<file path="src/rtl/pic_pkg.sv">
package pic_pkg;
    typedef enum logic {
        SEQ_IDLE  = 1'b0,
        SEQ_WAIT2 = 1'b1
    } seq_e;
endpackage

</file>
<file path="src/rtl/pic_sync.sv">
module pic_sync #(
    parameter int WIDTH = 8
) (
    input  logic             clk,
    input  logic             rst_n,
    input  logic [WIDTH-1:0] async_in,
    output logic [WIDTH-1:0] sync_out
);
    logic [WIDTH-1:0] s1_q, s2_q;

    always_ff @(posedge clk) begin
        if (!rst_n) begin
            s1_q <= '0;
            s2_q <= '0;
        end else begin
            s1_q <= async_in;
            s2_q <= s1_q;
        end
    end

    assign sync_out = s2_q;
endmodule

</file>
<file path="src/rtl/pic_lowest_set.sv">
module pic_lowest_set #(
    parameter int N  = 8,
    localparam int IW = $clog2(N)
) (
    input  logic [N-1:0]  vec,
    output logic          found,
    output logic [IW-1:0] idx
);
    always_comb begin
        found = 1'b0;
        idx   = '0;
        for (int i = N - 1; i >= 0; i--) begin
            if (vec[i]) begin
                found = 1'b1;
                idx   = IW'(i);
            end
        end
    end
endmodule

</file>
<file path="src/rtl/pic_resolver.sv">
module pic_resolver #(
    parameter int N  = 8,
    localparam int IW = $clog2(N)
) (
    input  logic [N-1:0]  req,
    input  logic [N-1:0]  mask,
    input  logic [N-1:0]  isr,
    output logic          hit,
    output logic [IW-1:0] lvl
);
    logic [N-1:0] allowed;
    logic [N-1:0] cand;

    // a level may compete only when no in-service bit sits at or above its urgency
    for (genvar g = 0; g < N; g++) begin : g_allow
        assign allowed[g] = ~|isr[g:0];
    end

    assign cand = req & ~mask & allowed;

    pic_lowest_set #(.N(N)) u_pick (
        .vec   (cand),
        .found (hit),
        .idx   (lvl)
    );
endmodule

</file>
<file path="src/rtl/prio_irq_ctrl.sv">
module prio_irq_ctrl #(
    parameter int N_LVL = 8,
    parameter int VEC_W = 8,
    localparam int LW = $clog2(N_LVL),
    localparam int BW = VEC_W - LW
) (
    input  logic             clk,
    input  logic             rst_n,
    input  logic [N_LVL-1:0] irq_in,
    input  logic             mask_we,
    input  logic [N_LVL-1:0] mask_data,
    input  logic             eoi_stb,
    input  logic             init_stb,
    input  logic [BW-1:0]    init_base,
    output logic             int_out,
    input  logic             ack_in,
    output logic [VEC_W-1:0] vec_out,
    output logic             vec_valid
);
    import pic_pkg::*;

    typedef struct packed {
        logic [N_LVL-1:0] irr;
        logic [N_LVL-1:0] imr;
        logic [N_LVL-1:0] isr;
        logic [BW-1:0]    base;
        logic [LW-1:0]    sel;
        logic             intr;
        logic             ackq;
        seq_e             seq;
        logic [VEC_W-1:0] vec;
        logic             vld;
    } st_t;

    st_t st_d, st_q;

    logic [N_LVL-1:0] irq_sync;
    logic             hit;
    logic [LW-1:0]    win_lvl;
    logic             isr_any;
    logic [LW-1:0]    isr_top;
    logic             ack_rise;

    pic_sync #(.WIDTH(N_LVL)) u_sync (
        .clk      (clk),
        .rst_n    (rst_n),
        .async_in (irq_in),
        .sync_out (irq_sync)
    );

    pic_resolver #(.N(N_LVL)) u_res (
        .req  (st_q.irr),
        .mask (st_q.imr),
        .isr  (st_q.isr),
        .hit  (hit),
        .lvl  (win_lvl)
    );

    pic_lowest_set #(.N(N_LVL)) u_eoi (
        .vec   (st_q.isr),
        .found (isr_any),
        .idx   (isr_top)
    );

    assign ack_rise = ack_in & ~st_q.ackq;

    always_comb begin
        st_d      = st_q;
        st_d.ackq = ack_in;
        st_d.vld  = 1'b0;

        if (mask_we) st_d.imr = mask_data;
        if (eoi_stb && isr_any) st_d.isr[isr_top] = 1'b0;

        case (st_q.seq)
            SEQ_IDLE: begin
                st_d.irr  = irq_sync;
                st_d.intr = st_q.intr | hit;
                if (ack_rise) begin
                    st_d.seq  = SEQ_WAIT2;
                    st_d.intr = 1'b0;
                    st_d.irr  = st_q.irr;
                    if (hit) begin
                        st_d.isr[win_lvl] = 1'b1;
                        st_d.irr[win_lvl] = 1'b0;
                        st_d.sel          = win_lvl;
                    end else begin
                        st_d.sel = '1;
                    end
                end
            end
            SEQ_WAIT2: begin
                st_d.intr = 1'b0;
                if (ack_rise) begin
                    st_d.seq = SEQ_IDLE;
                    st_d.vld = 1'b1;
                    st_d.vec = {st_q.base, st_q.sel};
                end
            end
            default: st_d.seq = SEQ_IDLE;
        endcase

        if (init_stb) begin
            st_d.irr  = '0;
            st_d.base = init_base;
        end
    end

    always_ff @(posedge clk) begin
        if (!rst_n) begin
            st_q <= '{irr: '0, imr: '0, isr: '0, base: '0, sel: '0,
                      intr: 1'b0, ackq: 1'b0, seq: SEQ_IDLE, vec: '0, vld: 1'b0};
        end else begin
            st_q <= st_d;
        end
    end

    assign int_out   = st_q.intr;
    assign vec_out   = st_q.vec;
    assign vec_valid = st_q.vld;


    vld_pulse_chk: assert property (@(posedge clk) disable iff (!rst_n)
        st_q.vld |=> !st_q.vld);


    no_int_wait2_chk: assert property (@(posedge clk) disable iff (!rst_n)
        (st_q.seq == SEQ_WAIT2) |-> !st_q.intr);


    int_hold_chk: assert property (@(posedge clk) disable iff (!rst_n)
        (st_q.intr && !ack_rise) |=> st_q.intr);


    spur_isr_chk: assert property (@(posedge clk) disable iff (!rst_n)
        (ack_rise && st_q.seq == SEQ_IDLE && !hit && !eoi_stb)
        |=> (st_q.isr == $past(st_q.isr)));


    irr_frozen_chk: assert property (@(posedge clk) disable iff (!rst_n)
        (st_q.seq == SEQ_WAIT2 && !init_stb) |=> $stable(st_q.irr));


    win_unmasked_chk: assert property (@(posedge clk) disable iff (!rst_n)
        (ack_rise && st_q.seq == SEQ_IDLE && hit)
        |-> (!st_q.imr[win_lvl] && st_q.irr[win_lvl]));
endmodule

</file>
<file path="config.mk">
export PLATFORM = sky130hd
export DESIGN_NAME = prio_irq_ctrl
export DESIGN_NICKNAME = d
export VERILOG_FILES = /design/src/rtl/pic_pkg.sv /design/src/rtl/pic_sync.sv /design/src/rtl/pic_lowest_set.sv /design/src/rtl/pic_resolver.sv /design/src/rtl/prio_irq_ctrl.sv
export SDC_FILE = /design/constraint.sdc
export NUM_CORES = 1
export LEC_CHECK = 0
export BUFFER_PORTS_ARGS = -buffer_cell sky130_fd_sc_hd__buf_2
export CAP_MARGIN = 20
export CORE_MARGIN = 10
export CORE_UTILIZATION = 50
export DETAILED_ROUTE_END_ITERATION = 8
export PLACE_DENSITY = 0.71
export SLEW_MARGIN = 30
export SYNTH_ARGS = -nofsm -noshare
export SYNTH_HDL_FRONTEND = slang
export SYNTH_HIERARCHICAL = 1
export SYNTH_SLANG_ARGS = --single-unit
</file>
<file path="constraint.sdc">
create_clock -name clk -period 7.4 [get_ports clk]
set_clock_uncertainty 0.05 [all_clocks]
set_input_delay 0.37 -clock clk [delete_from_list [all_inputs] [get_ports clk]]
set_output_delay 0.37 -clock clk [all_outputs]
set_load 0.05 [all_outputs]
</file>
# After elaboration in Yosys (flattened, before gate mapping)
# Index checks and enable logic that the tools add are counted.
[op_classes]
order_cmp = 4
eq_ne = 1
muxes = 48
n_bitwise = 13
reduce_logical = 23
[op_table]
columns = ["operator", "n"]
rows = [
  ["$mux 3", 17],
  ["$mux 8", 6],
  ["$and 8x8->8", 4],
  ["$not 8->8", 3],
  ["$mux 1", 20],
  ["$mux 10", 1],
  ["$logic_not 1->1", 8],
  ["$lt 3x4->1 const B", 2],
  ["$or 8x8->8", 1],
  ["$reduce_and 2->1", 4],
  ["$reduce_or 8->1", 1],
  ["$reduce_or 7->1", 1],
  ["$demux 1 s3", 2],
  ["$ge 3x1->1 const B", 2],
  ["$reduce_or 6->1", 1],
  ["$reduce_or 5->1", 1],
  ["$pmux 1 s2", 2],
  ["$reduce_or 2->1", 2],
  ["$reduce_or 4->1", 1],
  ["$logic_and 1x1->1", 3],
  ["$not 1->1", 3],
  ["$reduce_or 3->1", 1],
  ["$ne 2x2->1 const B", 1],
  ["$and 1x1->1", 1],
  ["$or 1x1->1", 1],
]
[word_totals]
ff_bits = 60
in_bits = 27
out_inout_bits = 10
elab_cells = 101

# Longest topological paths before layout
[depth]
depth_word = 19
ltp_mapped = 9
mapped_depth_nobuf = 9

# Modules after synthesis
# The synthesis kept the hierarchy.
[modules_own_cells]
columns = ["module", "instances", "cells_each", "area_per_inst_um2"]
rows = [
  ["prio_irq_ctrl", 1, 174, 1788.0],
  ["pic_sync", 1, 33, 446.7],
  ["pic_lowest_set", 2, 13, 80.1],
  ["pic_resolver", 1, 13, 126.4],
]

# Least setup slack after synthesis
# Ideal clock, no wire load.
[synth_path]
path_kind = "reg-to-reg"
from = "register st_q[22] (netlist bit)"
to = "register st_q[27] (netlist bit)"
setup_time_ns = 0.058
t_arrival_ns = 2.546
required_time_ns = 7.292
path_slack_ns = 4.746
path_stages_with_launch = 8
synth_period_minus_slack_ns = 2.654
path_cell_list = "dfxtp_1 -> or4_4 -> nor4_2 -> a21oi_1 -> o41ai_1 -> inv_1 -> nor3_1 -> o21a_1"
[synth_between]
elab_chain_len = 19
elab_cells_between_ends = 53
[synth_rtl]
columns = ["item", "line_no", "rtl"]
rows = [
  ["start: declaration", "prio_irq_ctrl.sv:35", "st_t st_d, st_q;"],
  ["start signal: assignment", "prio_irq_ctrl.sv:111", "st_q <= '{irr: '0, imr: '0, isr: '0, base: '0, sel: '0,"],
  ["start signal: assignment", "prio_irq_ctrl.sv:114", "st_q <= st_d;"],
  ["$reduce_or 8->1 *", "pic_resolver.sv:16", "assign allowed[g] = ~|isr[g:0];"],
  ["$logic_not 1->1 *", "pic_resolver.sv:16", ""],
  ["$and 8x8->8 *", "pic_resolver.sv:19", "assign cand = req & ~mask & allowed;"],
  ["named net u_res.cand[7]", "pic_resolver.sv:12", "logic [N-1:0] cand;"],
  ["$mux 3 * (8 in series)", "pic_lowest_set.sv:13", "if (vec[i]) begin"],
  ["named net win_lvl[0]", "prio_irq_ctrl.sv:39", "logic [LW-1:0] win_lvl;"],
  ["$lt 3x4->1 (implied by the code) or $ge 3x1->1 (tied branches)", "prio_irq_ctrl.sv:84", "st_d.isr[win_lvl] = 1'b1;"],
  ["$logic_and 1x1->1 (implied by the code)", "prio_irq_ctrl.sv:84", ""],
  ["$mux 1 (implied by the code)", "prio_irq_ctrl.sv:84", ""],
  ["$demux 1 s3 *", "prio_irq_ctrl.sv:84", ""],
  ["$or 8x8->8 (no line) *", "--", ""],
  ["$mux 8 *", "prio_irq_ctrl.sv:83", "if (hit) begin"],
  ["$mux 8 *", "prio_irq_ctrl.sv:79", "if (ack_rise) begin"],
  ["$mux 8 *", "prio_irq_ctrl.sv:75", "case (st_q.seq)"],
]
# The timed path passes the listed nets; every way through them passes the cells marked *.
# A chain may end at the register's enable or synchronous reset.

# Worst setup path after layout
[layout_path]
from = "register st_q[22] (netlist bit)"
to = "register st_q[41] (netlist bit)"
[layout_between]
elab_cells_between_ends = 40
[layout_rtl]
columns = ["item", "line_no", "rtl"]
rows = [
  ["$reduce_or 5->1 *", "pic_resolver.sv:16", ""],
  ["$logic_not 1->1 *", "pic_resolver.sv:16", ""],
  ["$and 8x8->8 *", "pic_resolver.sv:19", ""],
  ["named net u_res.cand[4]", "pic_resolver.sv:12", ""],
  ["$mux 3 * (5 in series)", "pic_lowest_set.sv:13", ""],
  ["named net win_lvl[1]", "prio_irq_ctrl.sv:39", ""],
  ["$lt 3x4->1 (implied by the code) or $ge 3x1->1 (tied branches)", "prio_irq_ctrl.sv:85", "st_d.irr[win_lvl] = 1'b0;"],
  ["$logic_and 1x1->1 (implied by the code)", "prio_irq_ctrl.sv:85", ""],
  ["$mux 1 (implied by the code)", "prio_irq_ctrl.sv:85", ""],
  ["$demux 1 s3 *", "prio_irq_ctrl.sv:85", ""],
  ["$not 8->8 (no line) *", "--", ""],
  ["$and 8x8->8 (no line) *", "--", ""],
  ["$mux 8 *", "prio_irq_ctrl.sv:83", ""],
  ["$mux 8 *", "prio_irq_ctrl.sv:79", ""],
]
# The timed path passes the listed nets; every way through them passes the cells marked *. The select of a mux whose other input is x is not followed.

==> out/metrics.yaml <==
max_freq_ghz: 0.3413
finalCritPeriodShare: 0.3959
startpoint_type: "flop"
crit_type: "reg -> reg"
die_width_um: 91.01
area_growth_pct: 14.29
avgSynthCellArea_um2: 10.25
dr.pass1.iters: 5
leakagePower_nw: 1.175
die_area_um2: 8283
period_needed_ns: 2.930
synthCells: 246
cts_tree: "yes"
arrival_ns: 3.08
nets: 305
crit_family: "simple AND/OR/NAND/NOR gates"
cp_data_required_time_ns: 7.55
routedWlPerCell_um: 14.40
cap_violations: 0
ys_seq_area_frac: 0.4764
grt_start_max_net_pins: 56
cts_root_buffer: "clkbuf_8"
crit_chain: "or4_4 > nor4b_2 > nor2_1 > o21ai_0 > a211oi_1 > or3b_4 > nor3b_4 > nand3_1 > nor3b_1"
final_cell_mix: "dfxtp_1 (60), buf_2 (36), nor2b_1 (27), mux2i_1 (27), and2_2 (12)"
grt_pass1_wl_um: 8183
core_region_area_um2: 4817
detailed_place_hpwl_um: 3598
setup_viol: 0
start_util: 0.5234
ir_drop_mv: 0.1502
totalWireLength_um: 4984
reg2reg_depth: 9
grt_pass1_vias: 1717
worst_slew_pin_slew_ns: 0.8829
fin_ws_ns: 4.470
cts-resized-gates: 0
synthDistinctLibCells: 41
slowest_stage: "or4_4"
fillCellCount: 429
syn_nets: 275
maxSlewHeadroom: 0.4060
cts_hold_buf: 0
synth_warnings: 6
hold_violations: 0
antenna_found_initial: 0
worstHoldPathCells: 2
gp_congestion: 0.9697
worstHoldPathType: "in -> reg"
fin_setup_tns_ns: 0
ant_nets: 0
ctsLongestPathBuffers: 2
cts_made_buffers: 9
final_common_cell: "dfxtp_1"
viasPerCell: 5.168
post_cts_buffers: 0
synth_flop_cell: "dfxtp_1"
drc_errors: 0
num_rows: 25
status: "finished, final reports clean"
r2r_slack_ns: 4.47
dp_slack_ns: 4.394
syn_area_um2: 2521
grt_use_total: 0.1225
rsz0062_at_grt: "no"
report.final.slew_viol_count: 0
powerDensity_nw_per_um2: 236.2
clk-insertion-delay-late_ns: 0.33
async_flop_share: 0
cp.buffers_inverters: 0
grt_overflow_total: 0
placement.cell_area_um2: 2684
ys_ff_latch: 60
max_stage_delay_ns: 0.59
crit_path_max_fanout: 7
synth_edf_count: 0
final_area_um2: 2882
port_buffers: 36
die_h_um: 91.01
h-tree-depth: 3
cp-end-kind: "flop"
io_pins: 37
drt-initial-drc-count: 158
antenna_cells: 0
clock-sinks: 60
drive_gt1_frac: 0.2652
cp.depth: 9
clk_pin_slew_ns: 0.06
vias: 1788
==> final cells by class <==
type	instances	area, um2	share of cell area
sequential	60	1201	0.4168
timing repair buffer	36	180.2	0.06253
clock inverter	2	35.03	0.01216
tap	67	83.83	0.02909
multi-input combinational	163	1204	0.4177
inverter	6	22.52	0.007816
clock buffer	12	155.1	0.05384
==> cell families (layout without fill, tap and decap cells) <==
family	Yosys count	count (layout)	synth area share
and+or+nand+nor	99	99	0.2640
DFF	60	60	0.4764
AOI/OAI and AO/OA	35	35	0.09330
muxes	27	27	0.1072
buffers and inverters	23	56	0.04913
adders and majority gates	2	2	0.009924
==> per-layer routing <==
layer / track usage / share of wire / up-vias
li1: - / - / 913
met1: 0.1589 / 0.47 / 790
met2: 0.1700 / 0.42 / 70
met3: 0.04527 / 0.088 / 15
met4: 0.06919 / 0.020 / 0
met5: 0 / 0 / -
==> per-stage QoR <==
step | power, mW | hold slack, ns | util | std cells
floorplan | 0.3902 | 0.3718 | - | 246
global placement | 0.4042 | 0.3809 | 0.5571 | 332
detailed placement | 0.4047 | 0.3773 | 0.5571 | 332
CTS | 0.6873 | 0.1860 | 0.5966 | 346
global route | 0.7110 | 0.1891 | 0.5982 | 346
finish | 0.6806 | 0.1935 | 0.5982 | 346
==> state kept, by name, indices dropped and copies added (netlist names) <==
| name | cells |
|---|---|
| st_q | 34 |
| u_sync/s1_q | 8 |
| u_sync/sync_out | 8 |
| vec_out | 8 |
| int_out | 1 |
| vec_valid | 1 |
==> cell usage after synthesis (4+ instances only) <==
cell / instances / share of area
nor3_1: 7 / 0.014
a21oi_1: 4 / 0.0079
dfxtp_1: 60 / 0.48
o21a_1: 8 / 0.024
and2_2: 12 / 0.036
inv_1: 6 / 0.0089
buf_4: 8 / 0.024
and2_1: 5 / 0.012
nor4_2: 4 / 0.020
o21ai_0: 8 / 0.016
clkbuf_1: 7 / 0.010
nor2b_1: 27 / 0.067
nand2b_1: 6 / 0.015
nand2_1: 8 / 0.012
mux2i_1: 27 / 0.11
nor2_1: 6 / 0.0089
==> power by group <==
part,internal [mW],switching [mW],total [mW],leakage (nW)
registers,0.336,0.00769,0.344,0.491
clock network,0.170,0.113,0.283,0.0983
logic,0.0251,0.0289,0.0540,0.585
==> final timing paths <==
check	startpoint	endpoint
max	st_q[22]	st_q[41]
min	irq_in[1]	u_sync/s1_q[1]
max reg2reg	st_q[22]	st_q[41]
min reg2reg	u_sync/sync_out[0]	st_q[36]
(Power assumes the default switching activity.)
